--- src/rtl/rxw_pkg.sv ---
package rxw_pkg;
  // Preset interval for a protocol code: base plus code times step
  function automatic int preset_val(int base, int step, int code);
    return base + step * code;
  endfunction
endpackage

--- src/rtl/rxw_interval_timer.sv ---
module rxw_interval_timer #(
  parameter int W    = 8,
  parameter int TICK = 128
) (
  input  logic         clk,
  input  logic         rst,
  input  logic         start,
  input  logic         stop,
  input  logic [W-1:0] load_val,
  output logic         running,
  output logic         expire
);
  localparam int PRE_W = (TICK > 1) ? $clog2(TICK) : 1;
  localparam logic [PRE_W-1:0] PRE_TOP = PRE_W'(TICK - 1);

  logic [PRE_W-1:0] pre_q;
  logic [W-1:0]     unit_q;

  always_ff @(posedge clk) begin
    if (rst) begin
      running <= 1'b0;
      expire  <= 1'b0;
      pre_q   <= '0;
      unit_q  <= '0;
    end else begin
      expire <= 1'b0;
      if (start) begin
        if (load_val != '0) begin
          running <= 1'b1;
          pre_q   <= PRE_TOP;
          unit_q  <= load_val - 1'b1;
        end else begin
          running <= 1'b0;
        end
      end else if (stop) begin
        running <= 1'b0;
      end else if (running) begin
        if (pre_q == '0) begin
          if (unit_q == '0) begin
            running <= 1'b0;
            expire  <= 1'b1;
          end else begin
            unit_q <= unit_q - 1'b1;
            pre_q  <= PRE_TOP;
          end
        end else begin
          pre_q <= pre_q - 1'b1;
        end
      end
    end
  end
endmodule

--- src/rtl/rxw_cfg_regs.sv ---
module rxw_cfg_regs #(
  parameter int W           = 8,
  parameter int PW          = 3,
  parameter int GUARD_BASE  = 3,
  parameter int GUARD_STEP  = 2,
  parameter int NORESP_BASE = 6,
  parameter int NORESP_STEP = 5
) (
  input  logic          clk,
  input  logic          rst,
  input  logic          proto_we,
  input  logic [PW-1:0] proto_sel,
  input  logic          guard_we,
  input  logic [W-1:0]  guard_val,
  input  logic          noresp_we,
  input  logic [W-1:0]  noresp_val,
  output logic [W-1:0]  guard_cfg,
  output logic [W-1:0]  noresp_cfg
);
  import rxw_pkg::*;

  logic [W-1:0] guard_preset, noresp_preset;

  always_comb begin
    guard_preset  = W'(preset_val(GUARD_BASE, GUARD_STEP, int'(proto_sel)));
    noresp_preset = W'(preset_val(NORESP_BASE, NORESP_STEP, int'(proto_sel)));
  end

  // A protocol write outranks any override in the same cycle
  always_ff @(posedge clk) begin
    if (rst) begin
      guard_cfg  <= W'(preset_val(GUARD_BASE, GUARD_STEP, 0));
      noresp_cfg <= W'(preset_val(NORESP_BASE, NORESP_STEP, 0));
    end else if (proto_we) begin
      guard_cfg  <= guard_preset;
      noresp_cfg <= noresp_preset;
    end else begin
      if (guard_we)  guard_cfg  <= guard_val;
      if (noresp_we) noresp_cfg <= noresp_val;
    end
  end
endmodule

--- src/rtl/rx_window_timers.sv ---
module rx_window_timers #(
  parameter int W           = 8,
  parameter int PW          = 3,
  parameter int GUARD_TICK  = 128,
  parameter int NORESP_TICK = 512,
  parameter int GUARD_BASE  = 3,
  parameter int GUARD_STEP  = 2,
  parameter int NORESP_BASE = 6,
  parameter int NORESP_STEP = 5
) (
  input  logic          clk,
  input  logic          rst,
  input  logic          proto_we,
  input  logic [PW-1:0] proto_sel,
  input  logic          guard_we,
  input  logic [W-1:0]  guard_val,
  input  logic          noresp_we,
  input  logic [W-1:0]  noresp_val,
  input  logic          tx_end,
  input  logic          slot_start,
  input  logic          rx_sof,
  output logic          decoder_reset,
  output logic          no_resp_irq,
  output logic          no_resp_flag
);
  logic [W-1:0] guard_cfg, noresp_cfg;
  logic         nr_running;

  rxw_cfg_regs #(
    .W(W), .PW(PW),
    .GUARD_BASE(GUARD_BASE), .GUARD_STEP(GUARD_STEP),
    .NORESP_BASE(NORESP_BASE), .NORESP_STEP(NORESP_STEP)
  ) u_regs (
    .clk(clk), .rst(rst),
    .proto_we(proto_we), .proto_sel(proto_sel),
    .guard_we(guard_we), .guard_val(guard_val),
    .noresp_we(noresp_we), .noresp_val(noresp_val),
    .guard_cfg(guard_cfg), .noresp_cfg(noresp_cfg)
  );

  // Guard timer: its running state is the decoder hold
  logic guard_expire_unused;
  rxw_interval_timer #(.W(W), .TICK(GUARD_TICK)) u_guard (
    .clk(clk), .rst(rst),
    .start(tx_end), .stop(1'b0), .load_val(guard_cfg),
    .running(decoder_reset), .expire(guard_expire_unused)
  );

  rxw_interval_timer #(.W(W), .TICK(NORESP_TICK)) u_noresp (
    .clk(clk), .rst(rst),
    .start(slot_start), .stop(rx_sof), .load_val(noresp_cfg),
    .running(nr_running), .expire(no_resp_irq)
  );

  always_ff @(posedge clk) begin
    if (rst)             no_resp_flag <= 1'b0;
    else if (slot_start) no_resp_flag <= 1'b0;
    else if (no_resp_irq) no_resp_flag <= 1'b1;
  end
endmodule

--- config.mk ---
export PLATFORM = sky130hd
export DESIGN_NAME = rx_window_timers
export DESIGN_NICKNAME = d
export VERILOG_FILES = /design/src/rtl/rxw_pkg.sv /design/src/rtl/rxw_interval_timer.sv /design/src/rtl/rxw_cfg_regs.sv /design/src/rtl/rx_window_timers.sv
export SDC_FILE = /design/constraint.sdc
export NUM_CORES = 1
export LEC_CHECK = 0
export ABC_AREA = 1
export BUFFER_PORTS_ARGS = -buffer_cell sky130_fd_sc_hd__buf_2
export CORE_MARGIN = 10
export CORE_UTILIZATION = 37
export CTS_CLUSTER_SIZE = 8
export DETAILED_ROUTE_END_ITERATION = 8
export PLACE_DENSITY = 0.51
export SETUP_SLACK_MARGIN = 0.4
export SYNTH_ARGS = -nofsm -noshare
export SYNTH_HDL_FRONTEND = slang
export SYNTH_SLANG_ARGS = --single-unit
--- constraint.sdc ---
create_clock -name clk -period 4.25 [get_ports clk]
set_input_delay 0.425 -clock clk [delete_from_list [all_inputs] [get_ports clk]]
set_output_delay 0.425 -clock clk [all_outputs]
set_load 0.02 [all_outputs]
==> reports/results.txt <==
Max-slew violation count: 0
GRT Residual Overflow: 0
Io pins: 30
Port Buffers: 29
Synthesized cell area: 3410 µm²
# Max-Cap Violations: 0
CP Launch Type: primary input
Core area: 8850 µm²
Die ar.: 13,500 µm²
Routed via count: 3,076
Leak: 0.00181 µW
Count leader, synth: nand2_1
Worst-path cell chain: buf_2 -> clkinv_1 -> nand3_1 -> nand2_1
RSZ-0062 raised after global routing: false
Reg-to-Reg End: u_noresp.unit_q[3]$_SDFFE_PP0P_
Final Worst Setup Slack: 2.40 ns
Clock sinks: 52
Starting Density: 38.5%
DRC errors left: 0
R2r setup slk: 2.48 ns
Setup-failing EPs final: 0
Worst hold path stage count: 3
R2r startpoint: u_noresp.pre_q[0]$_SDFFE_PP0P_
Clock root buffer: clkbuf_8
Yosys top cell by area: dfxtp_1
Clk_skew: 0.0114 ns
Number of global-route vias before repair: 2,883
Most common flop cell mapped by yosys: dfxtp_1
Run status: complete, no violations
Max_slew headroom: 46.4%
First-pass GRT wire length: 13,400 µm
Cells after synthesis: 516
Total track usage: 11.9%
Antenna diode count: 0
DRT iter0 DRCs: 160
Met3 wire len: 223 µm
Met2 wire len: 3690 µm
Clk_lat worst skew: 0.31 ns
Delay-heaviest family, CP: buffers and inverters
Detailed Routing Iterations Pass 1: 4
Nets: 581
Worst min-delay path class: in2reg
Final Critical Period: 1.85 ns
Worst setup EP type: register
Slowest stage delay, CP: 0.80 ns
CP Class: in2reg
Achievable Freq: 0.541 GHz
Syn-to-layout area delta: 8.88%
Cell variety after synth: 39
Initial antenna violation count: 0
Die H: 116 µm
PnR Total Power: 1220 µW
Max H-tree Level: 2
Post-place setup slack: 2.03 ns
Top cell type's share of synthesized area: 30.5%
Final core occ: 41.9%
Avg Cell Area, Syn: 6.61 µm²
Max Used Layer: met4
Crit-path max FO: 27
Cells on worst reg2reg path: 11
Die Width: 116 µm
Synth area leaders: dfxtp_1 (31%), nand2_1 (15%), nor2_1 (8.7%)
Number of cell rows: 34
PD cells: 330 nW/µm²
Maximum vdd drop: 150 µV
TNS Setup: 0 ns
Maximum buffer depth of the clock tree: 2
Period utilization: 43.5%
Hold_sp: noresp_val[1]
Post-synthesis async set-or-reset flop share: 0%
Resized Gates After CTS: 0
Drt total wl: 7680 µm
Final hold vios: 0
Yosys warning total: 0
Clk slew on worst S/H paths: 0.10 ns
Hold endpoint: u_regs.noresp_cfg[1]$_SDFFE_PP1P_
ANT nets after route: 0
Largest net degree at the start of global routing: 28
Bufs and invs on worst path: 2
Final HPWL DP: 5970 µm
TritonCTS clock tree: built
TritonCTS buffer count: 5
Top post-synthesis cells by count: nand2_1 (132), nor2_1 (79), inv_1 (57), dfxtp_1 (52), nand3_1 (42)
EDFF count, synth: 0
Tightest Pin Transition: 0.799 ns
Routability cong.: 0.814
Number of synthesized register bits: 52
Syn nets: 555
WL/cell: 11.8 µm
Register area share after synthesis: 30.5%
Arr. time, crit path: 2.05 ns
Crit path max-delay cell type: clkinv_1
CTS Hold Buffers Added: 0
Wl on met1: 3730 µm
Layout cells sized above 1: 17.5%
Routed vias/inst: 4.73
Post-CTS Setup Bufs: 0
Critical path data required time: 4.45 ns
==> flip-flops by register name, indices dropped and copies added (netlist names) <==
register	flops
u_noresp.expire	1
no_resp_flag	1
u_noresp.pre_q	9
u_guard.pre_q	7
u_noresp.running	1
u_guard.running	1
u_guard.unit_q	8
u_regs.noresp_cfg	8
u_regs.guard_cfg	8
u_noresp.unit_q	8
==> power breakdown <==
group / leakage [µW] / total [µW] / switching, µW / internal, µW
clock: 0.0000485 / 294 / 176 / 119
combinational: 0.00133 / 359 / 227 / 132
sequential: 0.000431 / 570 / 36.6 / 533
total: 0.00181 / 1220 / 439 / 784
==> metrics by stage <==
step	hold WS [ns]	std cells	cell area [µm²]
2_1_floorplan	0.443	516	3410
3_3_place_gp	0.464	643	3620
3_5_place_dp	0.465	643	3620
4_1_cts	0.329	651	3710
5_1_grt	0.342	651	3710
6_report	0.342	651	3710
==> cells in the final DEF (no fill, tap or decap), types with 3 or more instances in the layout <==
| cell type | netlist | final |
|---|---|---|
| xor2_1 | 3 | 3 |
| o21ai_1 | 6 | 6 |
| a21oi_2 | 4 | 4 |
| a21oi_1 | 14 | 14 |
| nand3_1 | 42 | 42 |
| nand2_2 | 8 | 8 |
| ha_1 | 11 | 11 |
| o21ai_2 | 5 | 5 |
| nand3b_1 | 3 | 3 |
| o21ai_0 | 24 | 24 |
| nand2_1 | 132 | 132 |
| nor3_1 | 4 | 4 |
| inv_2 | 5 | 5 |
| dfxtp_1 | 52 | 52 |
| nor2_4 | 3 | 3 |
| o211ai_1 | 5 | 5 |
| nor2_1 | 79 | 79 |
| inv_1 | 57 | 57 |
| clkbuf_8 | 0 | 5 |
| nor2_2 | 10 | 10 |
| o21bai_1 | 3 | 3 |
| nand4_1 | 8 | 8 |
| nand2_4 | 6 | 6 |
| buf_2 | 1 | 29 |
| or2_2 | 6 | 6 |
==> metal layers <==
metal | up-vias | GRT usage [%]
met5 | - | 0
met4 | 0 | 2.50
met3 | 2 | 2.07
met2 | 30 | 20.3
met1 | 1353 | 15.3
li1 | 1691 | -
==> cell type report <==
cell class | instances | area, µm²
inverter | 66 | 253
clock inverter | 3 | 22.5
multi-input combinational | 388 | 2050
tap | 108 | 135
fill | 954 | 5140
timing repair buffer | 29 | 145
sequential | 52 | 1040
clock buffer | 5 | 68.8
==> tightest hold or removal path, cell delays in order <==
cell and delay (ns):
buf_2 0.07, nand2_1 0.04, o211ai_1 0.07
==> worst max-delay path by stage <==
stage | startpoint | endpoint | cells past startpoint | slack (ns)
floorplan | tx_end | u_guard.unit_q[2]$_SDFFE_PP0P_ | 11 | 2.72
global placement | rst | u_regs.guard_cfg[7]$_SDFFE_PP0P_ | 4 | 2.05
detailed placement | rst | u_regs.guard_cfg[7]$_SDFFE_PP0P_ | 4 | 2.03
CTS | rst | u_regs.guard_cfg[7]$_SDFFE_PP0P_ | 4 | 2.37
global route | rst | u_regs.guard_cfg[7]$_SDFFE_PP0P_ | 4 | 2.21
finish | rst | u_regs.guard_cfg[7]$_SDFFE_PP0P_ | 4 | 2.40
==> cells by family after synthesis <==
family / count (synthesis) / share of synthesized area [%]
XOR/XNOR: 3 / 0.771
AO/OA/AOI/OAI: 65 / 12.0
adder cells (fa/ha/maj): 12 / 4.63
flip-flops: 52 / 30.5
AND/OR/NAND/NOR: 308 / 42.6
buffers and inverters: 76 / 9.43
Power figures use the tool's default switching activity.
